`config.mk`:
```
export PLATFORM = sky130hd
export DESIGN_NAME = mdio_master
export DESIGN_NICKNAME = d
export VERILOG_FILES = /design/src/rtl/mdio_pkg.sv /design/src/rtl/mdio_clk_gen.sv /design/src/rtl/mdio_frame_eng.sv /design/src/rtl/mdio_master.sv
export SDC_FILE = /design/constraint.sdc
export NUM_CORES = 1
export LEC_CHECK = 0
export ABC_AREA = 1
export BUFFER_PORTS_ARGS = -buffer_cell sky130_fd_sc_hd__buf_2
export CAP_MARGIN = 20
export CORE_MARGIN = 10
export CORE_UTILIZATION = 49
export DETAILED_ROUTE_END_ITERATION = 7
export GPL_TIMING_DRIVEN = 1
export PLACE_DENSITY_LB_ADDON = 0.15
export REMOVE_ABC_BUFFERS = 1
export SETUP_SLACK_MARGIN = 0.5
export SYNTH_ARGS = -nofsm -noshare
export SYNTH_HDL_FRONTEND = slang
export SYNTH_SLANG_ARGS = --single-unit
```
`constraint.sdc`:
```
create_clock -name clk -period 2.1 [get_ports clk]
set_input_delay 0.105 -clock clk [delete_from_list [all_inputs] [get_ports clk]]
set_output_delay 0.105 -clock clk [all_outputs]
set_load 0.02 [all_outputs]
```
`src/rtl/mdio_pkg.sv`:
```
package mdio_pkg;
   // register offsets on the 3-bit register bus
   localparam logic [2:0] A_CFG  = 3'd0;
   localparam logic [2:0] A_CMD  = 3'd1;
   localparam logic [2:0] A_ADDR = 3'd2;
   localparam logic [2:0] A_CTRL = 3'd3;
   localparam logic [2:0] A_STAT = 3'd4;
   localparam logic [2:0] A_IND  = 3'd5;

   // field positions
   localparam int ADDR_PHY_LSB = 8;
   localparam int ADDR_REG_LSB = 0;
   localparam int CMD_RD_BIT   = 0;
   localparam int IND_BUSY_BIT = 0;
   localparam int IND_NV_BIT   = 1;

   // frame constants
   localparam logic [1:0] FR_SOF   = 2'b01;
   localparam logic [1:0] FR_OP_WR = 2'b01;
   localparam logic [1:0] FR_OP_RD = 2'b10;
   localparam logic [1:0] FR_TA_WR = 2'b10;
endpackage

```
`src/rtl/mdio_clk_gen.sv`:
```
module mdio_clk_gen #(
   parameter int SEL_W = 4
) (
   input  logic             clk,
   input  logic             rst_n,
   input  logic             run,
   input  logic             clear,
   input  logic [SEL_W-1:0] div_sel,
   output logic             mdc,
   output logic             rise_tick,
   output logic             fall_tick
);
   logic [SEL_W-1:0] div_q;
   logic [SEL_W-1:0] cnt_q;
   logic             at_end;

   assign at_end    = (cnt_q == div_q);
   assign rise_tick = run && !clear && at_end && !mdc;
   assign fall_tick = run && !clear && at_end &&  mdc;

   // divider value is frozen while a frame runs
   always_ff @(posedge clk or negedge rst_n) begin
      if (!rst_n) begin
         div_q <= '0;
         cnt_q <= '0;
         mdc   <= 1'b0;
      end else if (clear || !run) begin
         div_q <= div_sel;
         cnt_q <= '0;
         mdc   <= 1'b0;
      end else if (at_end) begin
         cnt_q <= '0;
         mdc   <= ~mdc;
      end else begin
         cnt_q <= cnt_q + 1'b1;
      end
   end


   mdc_idle_low_chk: assert property (@(posedge clk) disable iff (!rst_n)
      !run |=> !mdc);


   mdc_hold_chk: assert property (@(posedge clk) disable iff (!rst_n)
      (run && !clear && !at_end) |=> $stable(mdc));
endmodule

```
`src/rtl/mdio_frame_eng.sv`:
```
module mdio_frame_eng
   import mdio_pkg::*;
#(
   parameter int PRE_LEN = 32,
   parameter int AW      = 5,
   parameter int DW      = 16
) (
   input  logic          clk,
   input  logic          rst_n,
   input  logic          abort,
   input  logic          start_wr,
   input  logic          start_rd,
   input  logic [AW-1:0] phy,
   input  logic [AW-1:0] regad,
   input  logic [DW-1:0] wdata,
   input  logic          rise_tick,
   input  logic          fall_tick,
   input  logic          mdio_i,
   output logic          busy,
   output logic          mdio_o,
   output logic          mdio_oe,
   output logic          rd_done,
   output logic [DW-1:0] rd_data
);
   localparam int TA_SLOT   = PRE_LEN + 4 + 2*AW;
   localparam int DATA_SLOT = TA_SLOT + 2;
   localparam int FRAME_W   = DATA_SLOT + DW;
   localparam int CNT_W     = $clog2(FRAME_W + 1);

   initial begin
      if (PRE_LEN < 1 || AW < 1 || DW < 2)
         $error("mdio_frame_eng: bad frame geometry");
   end

   logic [FRAME_W-1:0] frame_q;
   logic [FRAME_W-1:0] frame_new;
   logic [CNT_W-1:0]   slot_q;
   logic               rd_q;
   logic               busy_q;
   logic [DW-1:0]      sh_q;
   logic               last;

   assign last = (slot_q == CNT_W'(FRAME_W-1));

   always_comb begin
      frame_new = {{PRE_LEN{1'b1}}, FR_SOF,
                   (start_rd ? FR_OP_RD : FR_OP_WR),
                   phy, regad,
                   (start_rd ? 2'b11 : FR_TA_WR),
                   (start_rd ? {DW{1'b0}} : wdata)};
   end

   always_ff @(posedge clk or negedge rst_n) begin
      if (!rst_n) begin
         frame_q <= '0;
         slot_q  <= '0;
         rd_q    <= 1'b0;
         busy_q  <= 1'b0;
      end else if (abort) begin
         slot_q  <= '0;
         rd_q    <= 1'b0;
         busy_q  <= 1'b0;
      end else if (start_wr || start_rd) begin
         frame_q <= frame_new;
         slot_q  <= '0;
         rd_q    <= start_rd;
         busy_q  <= 1'b1;
      end else if (busy_q && fall_tick) begin
         frame_q <= {frame_q[FRAME_W-2:0], 1'b1};
         slot_q  <= slot_q + 1'b1;
         if (last) busy_q <= 1'b0;
      end
   end

   // PHY data is sampled on MDC rising edges within the data slots
   always_ff @(posedge clk or negedge rst_n) begin
      if (!rst_n)
         sh_q <= '0;
      else if (busy_q && rd_q && rise_tick && (slot_q >= CNT_W'(DATA_SLOT)))
         sh_q <= {sh_q[DW-2:0], mdio_i};
   end

   assign busy    = busy_q;
   assign mdio_o  = frame_q[FRAME_W-1];
   assign mdio_oe = busy_q && !(rd_q && (slot_q >= CNT_W'(TA_SLOT)));
   assign rd_done = busy_q && rd_q && fall_tick && last && !abort;
   assign rd_data = sh_q;


   no_restart_chk: assert property (@(posedge clk) disable iff (!rst_n)
      busy_q |-> !(start_wr || start_rd));


   oe_release_chk: assert property (@(posedge clk) disable iff (!rst_n)
      (busy_q && !mdio_oe) |=> (!mdio_oe || !busy_q));
endmodule

```
`src/rtl/mdio_master.sv`:
```
module mdio_master
   import mdio_pkg::*;
#(
   parameter int BUS_W   = 32,
   parameter int SEL_W   = 4,
   parameter int PRE_LEN = 32
) (
   input  logic             clk,
   input  logic             rst_n,
   input  logic             reg_wr,
   input  logic [2:0]       reg_addr,
   input  logic [BUS_W-1:0] reg_wdata,
   output logic [BUS_W-1:0] reg_rdata,
   output logic             mdc,
   input  logic             mdio_i,
   output logic             mdio_o,
   output logic             mdio_oe
);
   localparam int AW      = 5;
   localparam int DW      = 16;
   localparam int RST_BIT = BUS_W - 1;

   initial begin
      if (BUS_W < 16 || SEL_W < 1 || SEL_W >= RST_BIT)
         $error("mdio_master: bad bus or divider width");
   end

   logic [BUS_W-1:0] cfg_q;
   logic             cmd_q;
   logic [AW-1:0]    phy_q;
   logic [AW-1:0]    ra_q;
   logic [DW-1:0]    ctrl_q;
   logic [DW-1:0]    stat_q;
   logic             nv_q;

   logic wr_cfg, wr_cmd, wr_addr, wr_ctrl;
   logic abort, start_wr, start_rd;
   logic busy, rd_done, rise_tick, fall_tick;
   logic [DW-1:0] rd_data;

   assign wr_cfg  = reg_wr && (reg_addr == A_CFG);
   assign wr_cmd  = reg_wr && (reg_addr == A_CMD);
   assign wr_addr = reg_wr && (reg_addr == A_ADDR);
   assign wr_ctrl = reg_wr && (reg_addr == A_CTRL);

   assign abort    = cfg_q[RST_BIT] || (wr_cfg && reg_wdata[RST_BIT]);
   assign start_wr = wr_ctrl && !busy && !abort;
   assign start_rd = wr_cmd && reg_wdata[CMD_RD_BIT] && !cmd_q && !busy && !abort;

   always_ff @(posedge clk or negedge rst_n) begin
      if (!rst_n) begin
         cfg_q  <= '0;
         cmd_q  <= 1'b0;
         phy_q  <= '0;
         ra_q   <= '0;
         ctrl_q <= '0;
         stat_q <= '0;
         nv_q   <= 1'b0;
      end else begin
         if (wr_cfg)  cfg_q  <= reg_wdata;
         if (wr_cmd)  cmd_q  <= reg_wdata[CMD_RD_BIT];
         if (wr_ctrl) ctrl_q <= reg_wdata[DW-1:0];
         if (wr_addr) begin
            phy_q <= reg_wdata[ADDR_PHY_LSB +: AW];
            ra_q  <= reg_wdata[ADDR_REG_LSB +: AW];
         end
         if (rd_done) stat_q <= rd_data;
         if (abort || rd_done) nv_q <= 1'b0;
         else if (start_rd)    nv_q <= 1'b1;
      end
   end

   always_comb begin
      reg_rdata = '0;
      case (reg_addr)
         A_CFG:  reg_rdata = cfg_q;
         A_CMD:  reg_rdata[CMD_RD_BIT] = cmd_q;
         A_ADDR: begin
            reg_rdata[ADDR_PHY_LSB +: AW] = phy_q;
            reg_rdata[ADDR_REG_LSB +: AW] = ra_q;
         end
         A_CTRL: reg_rdata[DW-1:0] = ctrl_q;
         A_STAT: reg_rdata[DW-1:0] = stat_q;
         A_IND:  begin
            reg_rdata[IND_BUSY_BIT] = busy;
            reg_rdata[IND_NV_BIT]   = nv_q;
         end
         default: reg_rdata = '0;
      endcase
   end

   mdio_clk_gen #(.SEL_W(SEL_W)) u_clk (
      .clk       (clk),
      .rst_n     (rst_n),
      .run       (busy),
      .clear     (abort),
      .div_sel   (cfg_q[SEL_W-1:0]),
      .mdc       (mdc),
      .rise_tick (rise_tick),
      .fall_tick (fall_tick)
   );

   mdio_frame_eng #(.PRE_LEN(PRE_LEN), .AW(AW), .DW(DW)) u_eng (
      .clk       (clk),
      .rst_n     (rst_n),
      .abort     (abort),
      .start_wr  (start_wr),
      .start_rd  (start_rd),
      .phy       (phy_q),
      .regad     (ra_q),
      .wdata     (reg_wdata[DW-1:0]),
      .rise_tick (rise_tick),
      .fall_tick (fall_tick),
      .mdio_i    (mdio_i),
      .busy      (busy),
      .mdio_o    (mdio_o),
      .mdio_oe   (mdio_oe),
      .rd_done   (rd_done),
      .rd_data   (rd_data)
   );


   abort_clears_chk: assert property (@(posedge clk) disable iff (!rst_n)
      (wr_cfg && reg_wdata[RST_BIT]) |=> (!busy && !nv_q && !mdio_oe && !mdc));


   nv_in_busy_chk: assert property (@(posedge clk) disable iff (!rst_n)
      nv_q |-> busy);


   stat_hold_chk: assert property (@(posedge clk) disable iff (!rst_n)
      !rd_done |=> $stable(stat_q));
endmodule

```
After elaboration in Yosys (flattened, before gate mapping):

Cells that the tools add are included.
W data, S select, Z words.

* register bits after elaboration: 174
* bits of input ports: 39
* output and inout bits: 35
* logic and storage cells: 97

* add/subtract/negate cells: 2
* $lt $le $gt $ge: 2
* eq/ne operators: 7
* multiplexer cells: 27
* bitwise logic cells: 2
* reductions and logical operators: 42

Operator list (number)
* $mux W64: 2
* $mux W16: 2
* $logic_and A1 B1 Y1: 24
* $mux W7: 3
* $pmux W5 S4: 1
* $pmux W3 S3: 2
* $ge A7 B6 Y1 const B: 2
* $pmux W3 S4: 1
* $mux W1: 11
* $mux W4: 2
* $reduce_bool A2 Y1: 4
* $add A7 B1 Y7 const B: 1
* $eq A7 B6 Y1 const B: 1
* $eq A3 B2 Y1 const B: 2
* $eq A3 B3 Y1 const B: 2
* $pmux W1 S6: 1
* $reduce_bool A3 Y1: 2
* $logic_not A1 Y1: 5
* $pmux W1 S5: 1
* $add A4 B1 Y4 const B: 1
* $eq A4 B4 Y1: 1
* $logic_or A1 B1 Y1: 4
* $reduce_and A2 Y1: 2
* $eq A3 B1 Y1 const B: 1
* 3 further kinds: 4

Depth between registers and ports, before layout:

* word-level depth: 13
* gate-level depth with buffers: 12
* mapped depth without buffers: 10

Modules after synthesis:

From an unflattened synthesis, not the netlist that was laid out.

* cell total of the unflattened synthesis: 955
* area, all modules: 7903.8 µm²

Modules (own cells, without submodules)
* mdio_frame_eng: instances 1, cells each 478, area an instance 4030.1 µm², seq. area each 2227.1 µm²
* mdio_master: instances 1, cells each 418, area an instance 3413.3 µm², seq. area each 1901.8 µm²
* mdio_clk_gen: instances 1, cells each 59, area an instance 460.4 µm², seq. area each 225.2 µm²

Least setup slack after synthesis:

Ideal clock, no wire load.

* kind: reg-to-reg
* from: register u_eng.slot_q[1]
* to: register stat_q[10]
* setup time: 0.113 ns
* arrival time: 1.564 ns
* data required time: 1.987 ns
* slack: 0.423 ns
* cell stages (with the launch flop): 10
* path buffers: 1
* period minus slack after synthesis: 1.677 ns
* path through: dfrtp_1 ha_1 nand3_1 nor2_1 nand2_1 nor2_2 buf_2 nand4_1 nand2_1 inv_1

* longest elaborated chain between the ends: 3

RTL lines
* start, declared: line mdio_frame_eng.sv:37 `logic [CNT_W-1:0] slot_q;`
* start signal, assigned: line mdio_frame_eng.sv:70 `slot_q <= slot_q + 1'b1;`
* $eq A7 B6 Y1: line mdio_frame_eng.sv:43 `assign last = (slot_q == CNT_W'(FRAME_W-1));`
* $logic_and A1 B1 Y1 (2 in series): line mdio_frame_eng.sv:86 `assign rd_done = busy_q && rd_q && fall_tick && last && !abort;`
* end signal, assigned: line mdio_master.sv:67 `if (rd_done) stat_q <= rd_data;`
* end, declared: line mdio_master.sv:33 `logic [DW-1:0] stat_q;`

No other way between the ends.
A chain may end at the register's enable or synchronous reset.

Final worst setup path:

* from: register u_clk.div_q[0]
* to: register u_eng.frame_q[18]

* longest elaborated chain between the ends: 6

RTL lines
* start, declared: line mdio_clk_gen.sv:13 `logic [SEL_W-1:0] div_q;`
* start signal, assigned: line mdio_clk_gen.sv:28 `div_q <= div_sel;`
* $eq A4 B4 Y1: line mdio_clk_gen.sv:17 `assign at_end = (cnt_q == div_q);`
* $logic_and A1 B1 Y1 (2 in series): line mdio_clk_gen.sv:19 `assign fall_tick = run && !clear && at_end && mdc;`
* $logic_and A1 B1 Y1: line mdio_frame_eng.sv:68 `end else if (busy_q && fall_tick) begin`
* $reduce_bool A2 Y1 (no line)
* $reduce_and A2 Y1 (no line)
* end signal, assigned: line mdio_frame_eng.sv:64 `frame_q <= frame_new;`
* end signal, assigned: line mdio_frame_eng.sv:69 `frame_q <= {frame_q[FRAME_W-2:0], 1'b1};`
* end, declared: line mdio_frame_eng.sv:35 `logic [FRAME_W-1:0] frame_q;`

No other way between the ends.

==> key figures <==
Synthesis
  – Synthesis-stage register bit count: 174
  – Synth area leader: dfrtp_1
  – Yosys cell types: 32
  – Share of the synthesized area in the top cell type: 51.98%
  – Netlist Area Pre-Place: 0.008377 mm^2
  – Seq/Total Area, Yosys: 51.98%
  – Synthesized area per cell: 7.792 um^2
  – Post-Synthesis Cells: 1075
  – Yosys warns: 0
  – Synth area leaders: dfrtp_1, nand2_1, nand3_1, inv_1, o21ai_0
  – EDFF count, synth: 0
  – Most numerous cell in the Yosys netlist: nand2_1
  – Top cells by instance count after synthesis: nand2_1, dfrtp_1, inv_1, nand3_1, o21ai_0
  – Ys flop type: dfrtp_1
  – Asr flop ratio synth: 100.0%

Timing
  – Max_slew headroom: 55.65%
  – Setup Skew: 0.01440 ns
  – RSZ-0062 raised after global routing: yes
  – Max frequency: 570.2 MHz
  – Final min period: 1.754 ns
  – Endpoints failing setup: 0
  – Total Neg Setup Slack: 0 ns
  – Worst Tran Pin Value: 0.6644 ns
  – Hold_ws: 0.01521 ns
  – Part of the cycle the worst path needs: 83.51%
  – Hold Fails Final Rpt: 0
  – Slew Viols, Final: 0

Global routing
  – All-Layer GR Usage: 20.22%
  – M3 GR Usage: 4.322%
  – Initial antenna violation count: 0
  – Total grt overflow: 0
  – Vias in the first global route: 7249
  – GR met2 Demand/Resource: 33.98%
  – Largest net degree at the start of global routing: 64
  – First-pass GRT wire length: 36940 um
  – GRT busiest layer: met2
  – Met1 GRT Util: 25.72%

Place
  – DP HPWL: 13360 um
  – Placer congestion estimate: 0.8515
  – Number of port buffers: 73
  – Placed insts: 1340

Worst hold path
  – Hold Path Class: input port to flip-flop
  – Hold Path Cell Cnt: 3

Drt
  – Vias per Instance: 5.179
  – Detailed Route WL: 23300 um
  – First DRT Iteration DRCs: 535
  – Wire per inst: 15.94 um
  – Router iterations before antenna repair: 5
  – ANT nets after route: 0
  – Routed vias: 7572
  – Drc violations: 0

Setup path
  – Critical path type: flip-flop to flip-flop
  – Critical path launch point type: flip-flop
  – Crit path top cell by count: nor2_1
  – Largest stage delay on the critical path: 0.39 ns
  – Crit Path Max Fanout: 7
  – Crit path capture type: flip-flop
  – Arrival time at the worst endpoint: 2.12 ns
  – Worst R2R Path Depth: 13
  – CP required: 2.47 ns
  – Slowest stage cell, crit path: dfrtp_1
  – Critical Path, Cell by Cell: nor2_1 > nor2_1 > nor2_1 > nand2_1 > nor2_2 > nand2_2 > nand2_4 > buf_6 > buf_12 > buf_12 > buf_16 > nand2_2 > nand2_1

Pwr
  – Comb power frac: 19.1%
  – Net Sw Frac: 29.43%
  – Clock share of power: 34.6%
  – Sw Pwr: 2.630 mW
  – Max VDD drop: 797.4 uV
  – Tot Pwr: 8.938 mW
  – Pint: 6.307 mW
  – Pwr per Cell Area: 779.7 mW/mm^2
  – Leak: 6.273 nW
  – Seq pwr share: 46.3%

Final layout
  – Post-synthesis to final-layout area growth: 36.83%
  – Share of cells above drive strength 1: 29.57%
  – # nets final: 1271
  – Fin util: 68.87%
  – Cell Count, Final, Fillers Out: 1462

Die
  – Full die area: 0.02273 mm^2
  – Starting Density: 50.33%
  – Std cell rows: 47
  – Num ports: 74
  – Core Region: 0.01664 mm^2
  – Die H: 150.8 um
  – Die Width: 150.8 um

Clock network
  – H-Tree Depth: 4
  – Clk_lat worst skew: 0.43 ns
  – Clk buf depth: 2
  – Clk root buf: clkbuf_16
  – Num Clock Sinks: 174
  – Clock transition at path regs: 0.06 ns
  – CTS Buf Count: 17
  – CTS tree: yes

Status
  – Outcome: finished clean

Job
  – Max-Cap Viols: 0
## power groups by stage
stage	clock, mW	sequential [mW]	combinational (mW)
5_1_grt	3.31	4.19	1.94
4_1_cts	3.13	4.12	1.49
3_5_place_dp	0	4.18	1.32
2_1_floorplan	0	4.13	0.916
6_report	3.10	4.13	1.71
3_3_place_gp	0	4.17	1.30
## per-layer routing
metal / vias to the layer above / routed length, um
met5: - / 0
met4: 0 / 457
met3: 42 / 1122
met2: 177 / 11690
met1: 3672 / 10040
li1: 3681 / -
## timing repair
item | in CTS | in global routing
pin swaps | 34 | 46
hold buffers | 30 | 0
buffers inserted | 37 | 8
endpoints found under the hold margin | 87 | 0
cloned | 10 | 5
endpoints found under the setup margin | 108 | 111
gates resized for setup | 60 | 201
## worst max-delay path, delay by kind of cell, from the launching register on
family / cells / cell delay, ns
flops: 1 / 0.39
simple gates: 9 / 0.81
buf+inv: 4 / 0.48
## state kept, by name, indices dropped and copies added (netlist names)
register / count
u_clk.cnt_q: 4
stat_q: 16
u_eng.busy: 1
u_eng.rd_q: 1
ra_q: 5
ctrl_q: 16
cmd_q: 1
phy_q: 5
cfg_q: 32
u_eng.rd_data: 16
u_clk.mdc: 1
u_eng.frame_q: 64
u_clk.div_q: 4
nv_q: 1
u_eng.slot_q: 7
## stage by stage
step	instance area (um^2)	worst slack, ns
finish	11460	0.3463
global route	11460	0.2443
CTS	10620	0.3987
detailed placement	8991	0.2913
global placement	8991	0.3251
floorplan	8092	-0.6808
## area by class of cell
type	count	area, um^2
Antenna cell	1	2.502
Clock buffer	21	450.4
Clock inverter	10	113.9
Fill cell	1300	5180
Inverter	146	551.8
Multi-Input combinational cell	702	3876
Sequential cell	174	4360
Tap cell	220	275.3
Timing Repair Buffer	188	1832
## kinds of logic after synthesis
family	after synthesis	synth area share, %
flops	174	51.98
mux	2	0.2688
simple gates	587	29.92
buf+inv	201	9.948
compound gates	103	6.916
xor+xnor	5	0.5229
fa+ha+maj	3	0.4481
## placed cells by master, fill, tap and decap left out, types with 5 or more instances in the layout
master         Yosys  final
buf_12             0     14
dfrtp_1          174    169
nand4_1           18     18
o21ai_1           20      9
nor2_2             7      6
dlygate4sd3_1      0     30
nand3_4            2      5
inv_1            141    134
nor3_1             5      5
o221ai_1           6      6
nor2_1            33     31
nand2_4            4     48
buf_16             0      8
inv_2              5     11
buf_2             21     69
o2111ai_1          8      8
nand2_1          405    285
nand2_2            2     77
buf_4              4     37
dfrtp_2            0      5
o21ai_0           58     56
buf_6              5     22
clkbuf_16          0     21
nand3_1          107    106
o21ai_2            0     13
## worst paths after layout
kind	start	end	slack [ns]
setup / recovery	u_clk.div_q[0]	u_eng.frame_q[18]	0.35
hold / removal	reg_wdata[4]	cfg_q[4]	0.02
setup reg to reg	u_clk.div_q[0]	u_eng.frame_q[18]	0.35
hold reg to reg	cfg_q[7]	cfg_q[7]	0.47
max in group asynchronous	rst_n	u_eng.slot_q[5]	1.18
min in group asynchronous	rst_n	u_eng.frame_q[32]	0.19
(Power assumes the default switching activity.)
